$ cat src/rtl/e1fa_pkg.sv
package e1fa_pkg;
  typedef enum logic [1:0] {
    ST_HUNT = 2'd0,
    ST_NFAS = 2'd1,
    ST_CONF = 2'd2,
    ST_SYNC = 2'd3
  } fa_state_t;

  localparam int FAW_BITS = 7;
  localparam logic [FAW_BITS-1:0] FAW_PATTERN = 7'b0011011;
endpackage

$ cat src/rtl/e1fa_window.sv
module e1fa_window #(
  parameter int PW = 7,
  parameter logic [PW-1:0] PAT = 7'b0011011
) (
  input  logic clk,
  input  logic rst,
  input  logic vld,
  input  logic din,
  output logic match
);
  logic [PW-2:0] hist;
  logic [PW-1:0] win;

  assign win   = {hist, din};
  assign match = (win == PAT);

  always_ff @(posedge clk) begin
    if (rst) hist <= '1;
    else if (vld) hist <= win[PW-2:0];
  end
endmodule

$ cat src/rtl/e1fa_position.sv
module e1fa_position #(
  parameter int FRAME_BITS = 256,
  parameter int FAS_END = 7,
  localparam int PSW = $clog2(FRAME_BITS)
) (
  input  logic           clk,
  input  logic           rst,
  input  logic           vld,
  input  logic           load,
  output logic [PSW-1:0] pos,
  output logic [PSW-1:0] nxt,
  output logic           fas
);
  assign nxt = (pos == PSW'(FRAME_BITS - 1)) ? '0 : pos + 1'b1;

  always_ff @(posedge clk) begin
    if (rst) begin
      pos <= '0;
      fas <= 1'b0;
    end else if (vld) begin
      if (load) begin
        pos <= PSW'(FAS_END);
        fas <= 1'b1;
      end else begin
        pos <= nxt;
        if (nxt == '0) fas <= ~fas;
      end
    end
  end
endmodule

$ cat src/rtl/e1fa_ctrl.sv
module e1fa_ctrl
  import e1fa_pkg::*;
#(
  parameter int PSW = 8,
  parameter int FAS_END = 7,
  parameter int NFAS_BIT = 1,
  parameter int LOSS_LIMIT = 3,
  localparam int MW = $clog2(LOSS_LIMIT + 1)
) (
  input  logic           clk,
  input  logic           rst,
  input  logic           vld,
  input  logic           din,
  input  logic           match,
  input  logic [PSW-1:0] nxt,
  input  logic           fas,
  output logic           load,
  output logic           sync_n
);
  fa_state_t      st;
  logic [MW-1:0]  miss;
  logic           at_fas;
  logic           at_nfas;

  assign at_fas  = (nxt == PSW'(FAS_END)) && fas;
  assign at_nfas = (nxt == PSW'(NFAS_BIT)) && !fas;
  assign load    = vld && (st == ST_HUNT) && match;

  always_ff @(posedge clk) begin
    if (rst) begin
      st     <= ST_HUNT;
      miss   <= '0;
      sync_n <= 1'b1;
    end else if (vld) begin
      case (st)
        ST_HUNT: if (match) st <= ST_NFAS;
        ST_NFAS: if (at_nfas) st <= din ? ST_CONF : ST_HUNT;
        ST_CONF: begin
          if (at_fas) begin
            if (match) begin
              st     <= ST_SYNC;
              sync_n <= 1'b0;
              miss   <= '0;
            end else begin
              st <= ST_HUNT;
            end
          end
        end
        default: begin
          if (at_fas) begin
            if (match) begin
              miss <= '0;
            end else if (miss == MW'(LOSS_LIMIT - 1)) begin
              st     <= ST_HUNT;
              sync_n <= 1'b1;
              miss   <= '0;
            end else begin
              miss <= miss + 1'b1;
            end
          end
        end
      endcase
    end
  end
endmodule

$ cat src/rtl/e1fa_framer.sv
module e1fa_framer
  import e1fa_pkg::*;
#(
  parameter int FRAME_BITS = 256,
  parameter int LOSS_LIMIT = 3,
  localparam int PSW = $clog2(FRAME_BITS)
) (
  input  logic           clk,
  input  logic           rst,
  input  logic           rx_bit,
  input  logic           rx_vld,
  output logic           sync_n,
  output logic [PSW-4:0] ts_cnt,
  output logic [2:0]     bit_cnt,
  output logic           fas_frm
);
  localparam int FAS_END  = FAW_BITS;
  localparam int NFAS_BIT = 1;

  logic           match;
  logic           load;
  logic [PSW-1:0] pos;
  logic [PSW-1:0] nxt;
  logic           fas;

  e1fa_window #(.PW(FAW_BITS), .PAT(FAW_PATTERN)) u_win (
    .clk(clk), .rst(rst), .vld(rx_vld), .din(rx_bit), .match(match)
  );

  e1fa_position #(.FRAME_BITS(FRAME_BITS), .FAS_END(FAS_END)) u_pos (
    .clk(clk), .rst(rst), .vld(rx_vld), .load(load),
    .pos(pos), .nxt(nxt), .fas(fas)
  );

  e1fa_ctrl #(
    .PSW(PSW), .FAS_END(FAS_END), .NFAS_BIT(NFAS_BIT), .LOSS_LIMIT(LOSS_LIMIT)
  ) u_ctrl (
    .clk(clk), .rst(rst), .vld(rx_vld), .din(rx_bit), .match(match),
    .nxt(nxt), .fas(fas), .load(load), .sync_n(sync_n)
  );

  assign ts_cnt  = pos[PSW-1:3];
  assign bit_cnt = pos[2:0];
  assign fas_frm = fas;
endmodule

$ cat config.mk
export PLATFORM = sky130hd
export DESIGN_NAME = e1fa_framer
export DESIGN_NICKNAME = d
export VERILOG_FILES = /design/src/rtl/e1fa_pkg.sv /design/src/rtl/e1fa_window.sv /design/src/rtl/e1fa_position.sv /design/src/rtl/e1fa_ctrl.sv /design/src/rtl/e1fa_framer.sv
export SDC_FILE = /design/constraint.sdc
export NUM_CORES = 1
export LEC_CHECK = 0
export BUFFER_PORTS_ARGS = -buffer_cell sky130_fd_sc_hd__buf_2
export CORE_MARGIN = 2
export CORE_UTILIZATION = 40
export CTS_CLUSTER_SIZE = 14
export DETAILED_ROUTE_END_ITERATION = 8
export GPL_TIMING_DRIVEN = 0
export SLEW_MARGIN = 20
export SYNTH_ARGS = -nofsm -noshare
export SYNTH_HDL_FRONTEND = slang
export SYNTH_SLANG_ARGS = --single-unit
$ cat constraint.sdc
create_clock -name clk -period 2.85 [get_ports clk]
set_clock_uncertainty 0.1 [all_clocks]
set_input_delay 0.1425 -clock clk [delete_from_list [all_inputs] [get_ports clk]]
set_output_delay 0.1425 -clock clk [all_outputs]
set_load 0.03 [all_outputs]
Yosys cells after proc, flatten, opt, wreduce, memory -nomap -nowiden
Cells that the tools add are included.
- word-level logic and storage cells: 64
- input bits: 4
- output and inout bits: 10
- register bits after elaboration: 20
- equal/unequal tests: 13
- multiplexer cells: 25
- bitwise logic cells: 2
- add/subtract/negate cells: 2
- reductions and logical operators: 16
- operator list (operator ; count):
    $mux W2 ; 13
    $mux W8 ; 2
    $add A8 B1 Y8 const B ; 1
    $eq A8 B1 Y1 const B ; 1
    $eq A8 B3 Y1 const B ; 1
    $eq A8 B8 Y1 const B ; 1
    $logic_not A8 Y1 ; 1
    $ne A2 B1 Y1 const B ; 4
    $eq A7 B5 Y1 const B ; 1
    $mux W1 ; 7
    $reduce_and A7 Y1 ; 1
    $pmux W2 S3 ; 1
    $reduce_and A6 Y1 ; 1
    $eq A2 B2 Y1 const B ; 2
    $logic_and A1 B1 Y1 ; 4
    $ne A4 B4 Y1 const B ; 1
    $pmux W2 S2 ; 1
    $reduce_and A4 Y1 ; 1
    $reduce_bool A2 Y1 ; 2
    $reduce_bool A4 Y1 ; 1
    $reduce_bool A3 Y1 ; 1
    $add A2 B1 Y2 const B ; 1
    $eq A2 B1 Y1 const B ; 1
    $logic_not A2 Y1 ; 1
    other kinds (6) ; 7

Longest topological paths before layout
- word-level depth: 6
- mapped depth: 8
- mapped depth without buffers: 8

Cells and area by module
From an unflattened synthesis, not the netlist that was laid out.
- cells, all modules: 157
- area total of the unflattened synthesis: 1352.5 µm²
- by module, submodules not included (module ; sequential area each (µm²) ; times used ; cells an instance ; area an instance (µm²)):
    e1fa_position ; 180.2 ; 1 ; 86 ; 690.7
    e1fa_ctrl ; 100.1 ; 1 ; 50 ; 405.4
    e1fa_window ; 120.1 ; 1 ; 21 ; 256.5

Worst setup path after synthesis
Ideal clock, no wire load.
- kind: reg2reg
- start point: reg u_pos.pos[1]
- end point: reg u_ctrl.miss[0]
- slack: 0.406 ns
- data required time: 2.622 ns
- arrival time: 2.217 ns
- stages on the path, launching flop included: 9
- buffers on the path: 1
- cells stage by stage: dfxtp_1 ha_1 buf_4 xor2_2 nand3_1 or4_4 a2111oi_4 mux2i_1 nor2_1
- word-level cells in the longest chain between the ends: 5
- elaborated cells on any way between the ends: 6
- those cells by class: 1 x add/sub; 2 x eq/ne; 1 x mux; 2 x reduce/logical
- RTL lines (item ; RTL line ; text):
    start, declared ; e1fa_position.sv:10 ; output logic [PSW-1:0] pos,
    start signal, assigned ; e1fa_position.sv:22 ; pos <= PSW'(FAS_END);
    start signal, assigned ; e1fa_position.sv:25 ; pos <= nxt;
    $add A8 B1 Y8 or $eq A8 B8 Y1 (tied branches) ; e1fa_position.sv:14 ; assign nxt = (pos == PSW'(FRAME_BITS - 1)) ? '0 : pos + 1'b1;
    $mux W8 * ; e1fa_position.sv:14 ;
    $eq A8 B3 Y1 * ; e1fa_ctrl.sv:25 ; assign at_fas = (nxt == PSW'(FAS_END)) && fas;
    $logic_and A1 B1 Y1 * ; e1fa_ctrl.sv:25 ;
    $reduce_and A4 Y1 (no line) * ; - ;
    end signal, assigned ; e1fa_ctrl.sv:58 ; miss <= miss + 1'b1;
    end, declared ; e1fa_ctrl.sv:21 ; logic [MW-1:0] miss;
Mark *: on every way between the ends. The rest lies on a longest branch, timed or not.
A chain may end at the register's enable or synchronous reset.

Worst setup path in the final report
Same ends and word-level chain as after synthesis.

==> impl_metrics.env <==
export IMPL_layout_commonest_cell="nand2_1"
export IMPL_grt_start_max_net_pins=13
export IMPL_max_clock_path_buffers=2
export IMPL_wl_per_cell_um=14.0
export IMPL_clockPowerShare=0.409
export IMPL_ys_warn_count=0
export IMPL_syn_avg_cell_area_sq_um=8.42
export IMPL_status="finished, final reports clean"
export IMPL_drive_gt1_frac=0.152
export IMPL_worst_hold_path_type="in -> reg"
export IMPL_crit_family="compound AO/OA/AOI/OAI gates"
export IMPL_startpoint_type="register"
export IMPL_final_cell_mix="nand2_1 (24), dfxtp_1 (20), buf_2 (14), a21oi_1 (14), mux2i_1 (11)"
export IMPL_grt_remaining_overflow=0
export IMPL_ys_seq_elements=20
export IMPL_hold_viol_final=0
export IMPL_syn_inst=146
export IMPL_drv_cap=0
export IMPL_via_per_inst=5.74
export IMPL_yosysTopAreaCell="dfxtp_1"
export IMPL_cpMaxStageDelayCell="dfxtp_1"
export IMPL_num_rows=20
export IMPL_stdcell_count=197
export IMPL_cts_sinks=20
export IMPL_layout_nets=176
export IMPL_p_int_mw=0.441
export IMPL_numCtsBuffers=3
export IMPL_antenna_found_initial=0
export IMPL_yosysUniqueCellTypes=43
export IMPL_crit_type="reg -> reg"
export IMPL_first_iter_violations=78
export IMPL_critPathCaptureType="register"
export IMPL_synthToLayoutAreaGrowth_pct=14.2
export IMPL_cts_tree="built"
export IMPL_fmax_ghz=0.395
export IMPL_netSwitchingFraction=0.216
export IMPL_relSlewSlack=0.603
export IMPL_p_switching_mw=0.122
export IMPL_leakage_nw=0.575
export IMPL_r2r_slack_ns=0.32
export IMPL_drc=0
export IMPL_fin_setup_tns_ns=0
export IMPL_seqPwrFrac=0.515
export IMPL_ant_nets=0
export IMPL_period_needed_ns=2.53
export IMPL_die_h_um=59.4
export IMPL_cp_num_buf_inv=1
export IMPL_core_area_sq_um=2980
export IMPL_die_w_um=59.4
export IMPL_initial_core_util=0.413
export IMPL_htree_levels=1
export IMPL_drt_pass1_iterations=6
export IMPL_num_antenna_cells=0
export IMPL_ys_flop_type="dfxtp_1"
export IMPL_wirelength_um=2760
export IMPL_grt_usage=0.175
export IMPL_clk_pin_slew_ns=0.11
export IMPL_p_comb_frac=0.077
export IMPL_final_max_slew_viol_count=0
export IMPL_syn_cell_area_sq_um=1230
export IMPL_netlist_top_cells_area="dfxtp_1 (33%), mux2i_1 (9.0%), nand2_1 (7.3%)"
export IMPL_max_stage_delay_ns=0.53
export IMPL_powerDensity_nw_per_um2=401
export IMPL_tightest_slew_ns=0.596
export IMPL_period_share=0.889
export IMPL_io_buffers=12
export IMPL_clkLatencyLatePin_ns=0.30
export IMPL_hpwlAfterDp_um=2090
export IMPL_vdd_drop_max_v=0.000216
export IMPL_ys_seq_area_frac=0.326
export IMPL_place_congestion=0.819
export IMPL_critPathMaxFanout=10
export IMPL_crit_required_ns=2.93
export IMPL_synth_fp_nets=157
export IMPL_synth_top_cell_area_share=0.326
export IMPL_setup_viol=0
export IMPL_ioPinCount=14
export IMPL_final_util=0.471
export IMPL_dp_cells=191
export IMPL_synthArstFlopShare=0
export IMPL_die_area_sq_um=3530
export IMPL_first_global_vias=1106
export IMPL_clockRootBuffer="clkbuf_4"
export IMPL_vias=1130
export IMPL_rsz0062_at_grt="false"
export IMPL_grt_pass1_wl_um=4820
export IMPL_crit_chain="ha_1 > buf_4 > nand3_1 > nor4b_1 > o21ai_1 > a2111oi_4 > mux2i_1 > nor2_1"
export IMPL_synth_edf_count=0
export IMPL_ctsResizeCount=0
export IMPL_worstPathArrival_ns=2.62
[registers in the layout, summed over array words and instances (netlist names)]
signal	flops
u_pos.fas	1
u_ctrl.st	2
u_ctrl.sync_n	1
u_ctrl.miss	2
u_pos.pos	8
u_win.hist	6
[metrics by stage]
step / area [sq um] / hold WS (ns) / worst slack [ns] / total power, mW
2_1_floorplan: 1230 / 0.112 / 0.406 / 0.324
3_3_place_gp: 1330 / 0.307 / 0.373 / 0.336
3_5_place_dp: 1330 / 0.308 / 0.345 / 0.337
4_1_cts: 1400 / 0.143 / 0.318 / 0.573
5_1_grt: 1400 / 0.199 / 0.0892 / 0.589
6_report: 1400 / 0.156 / 0.318 / 0.563
[logic make-up after synthesis]
| kind of cell | count (synthesis) | share of synthesized area |
|---|---|---|
| AOI/OAI and AO/OA | 32 | 0.174 |
| xor gates and xnor gates | 2 | 0.0204 |
| adders and majority gates | 7 | 0.0713 |
| buffers and inverters | 14 | 0.0540 |
| DFF | 20 | 0.326 |
| muxes | 11 | 0.0896 |
| and+or+nand+nor | 60 | 0.265 |
[power groups by stage]
stage / registers [mW] / logic, mW / clock network [mW]
2_1_floorplan: 0.299 / 0.0246 / 0
3_3_place_gp: 0.296 / 0.0404 / 0
3_5_place_dp: 0.296 / 0.0407 / 0
4_1_cts: 0.290 / 0.0432 / 0.240
5_1_grt: 0.291 / 0.0476 / 0.250
6_report: 0.290 / 0.0431 / 0.230
[synth_stat cells (2+ instances only)]
library cell and number:
nand2_1 24, mux2i_1 11, nor4_1 2, and4_1 2
nor2_1 4, inv_1 6, nand4_1 2, dfxtp_1 20
nor3_1 2, nand3_1 7, or3_1 5, buf_2 2
and2_1 2, a31oi_1 3, o21ai_0 4, a21oi_1 14
nor4b_1 2, clkbuf_1 3, ha_1 7
[layout make-up]
cell class              count  area (sq um)
clock inverters             1          30.0
fillers                   318          1580
multi-input cells         112           762
plain buffers               7          40.0
repair buffers             14          80.1
flip-flops and latches     20           400
well taps                  33          41.3
clock buffers               3          22.5
inverters                   7          26.3
[repair_timing]
action,in CTS,in global routing
hold buffers,2,0
endpoints found under the hold margin,2,0
setup buffers,0,0
[path summary, 6_finish.rpt]
kind,from,to,cells after the start
hold reg to reg,u_win.hist[5],u_win.hist[5],2
setup reg to reg,u_pos.pos[1],u_ctrl.miss[0],8
setup / recovery,u_pos.pos[1],u_ctrl.miss[0],8
hold / removal,rx_vld,u_pos.pos[1],3
[metal layers]
layer  track usage  part of all wire  vias up
met4        0.0649             0.018        0
met3        0.0240             0.039        6
met5             0                 0        -
li1              -                 -      563
met2         0.314              0.49       25
met1         0.210              0.45      536
[worst register-to-register path, delay by kind of cell (launching register included)]
family / cells / cell delay [ns]
flip-flops: 1 / 0.53
adder cells (fa/ha/maj): 1 / 0.21
multiplexers: 1 / 0.24
AND/OR/NAND/NOR: 3 / 0.46
AO/OA/AOI/OAI: 2 / 0.71
buffers and inverters: 1 / 0.17
No activity file was read; power rests on OpenSTA's default activity.
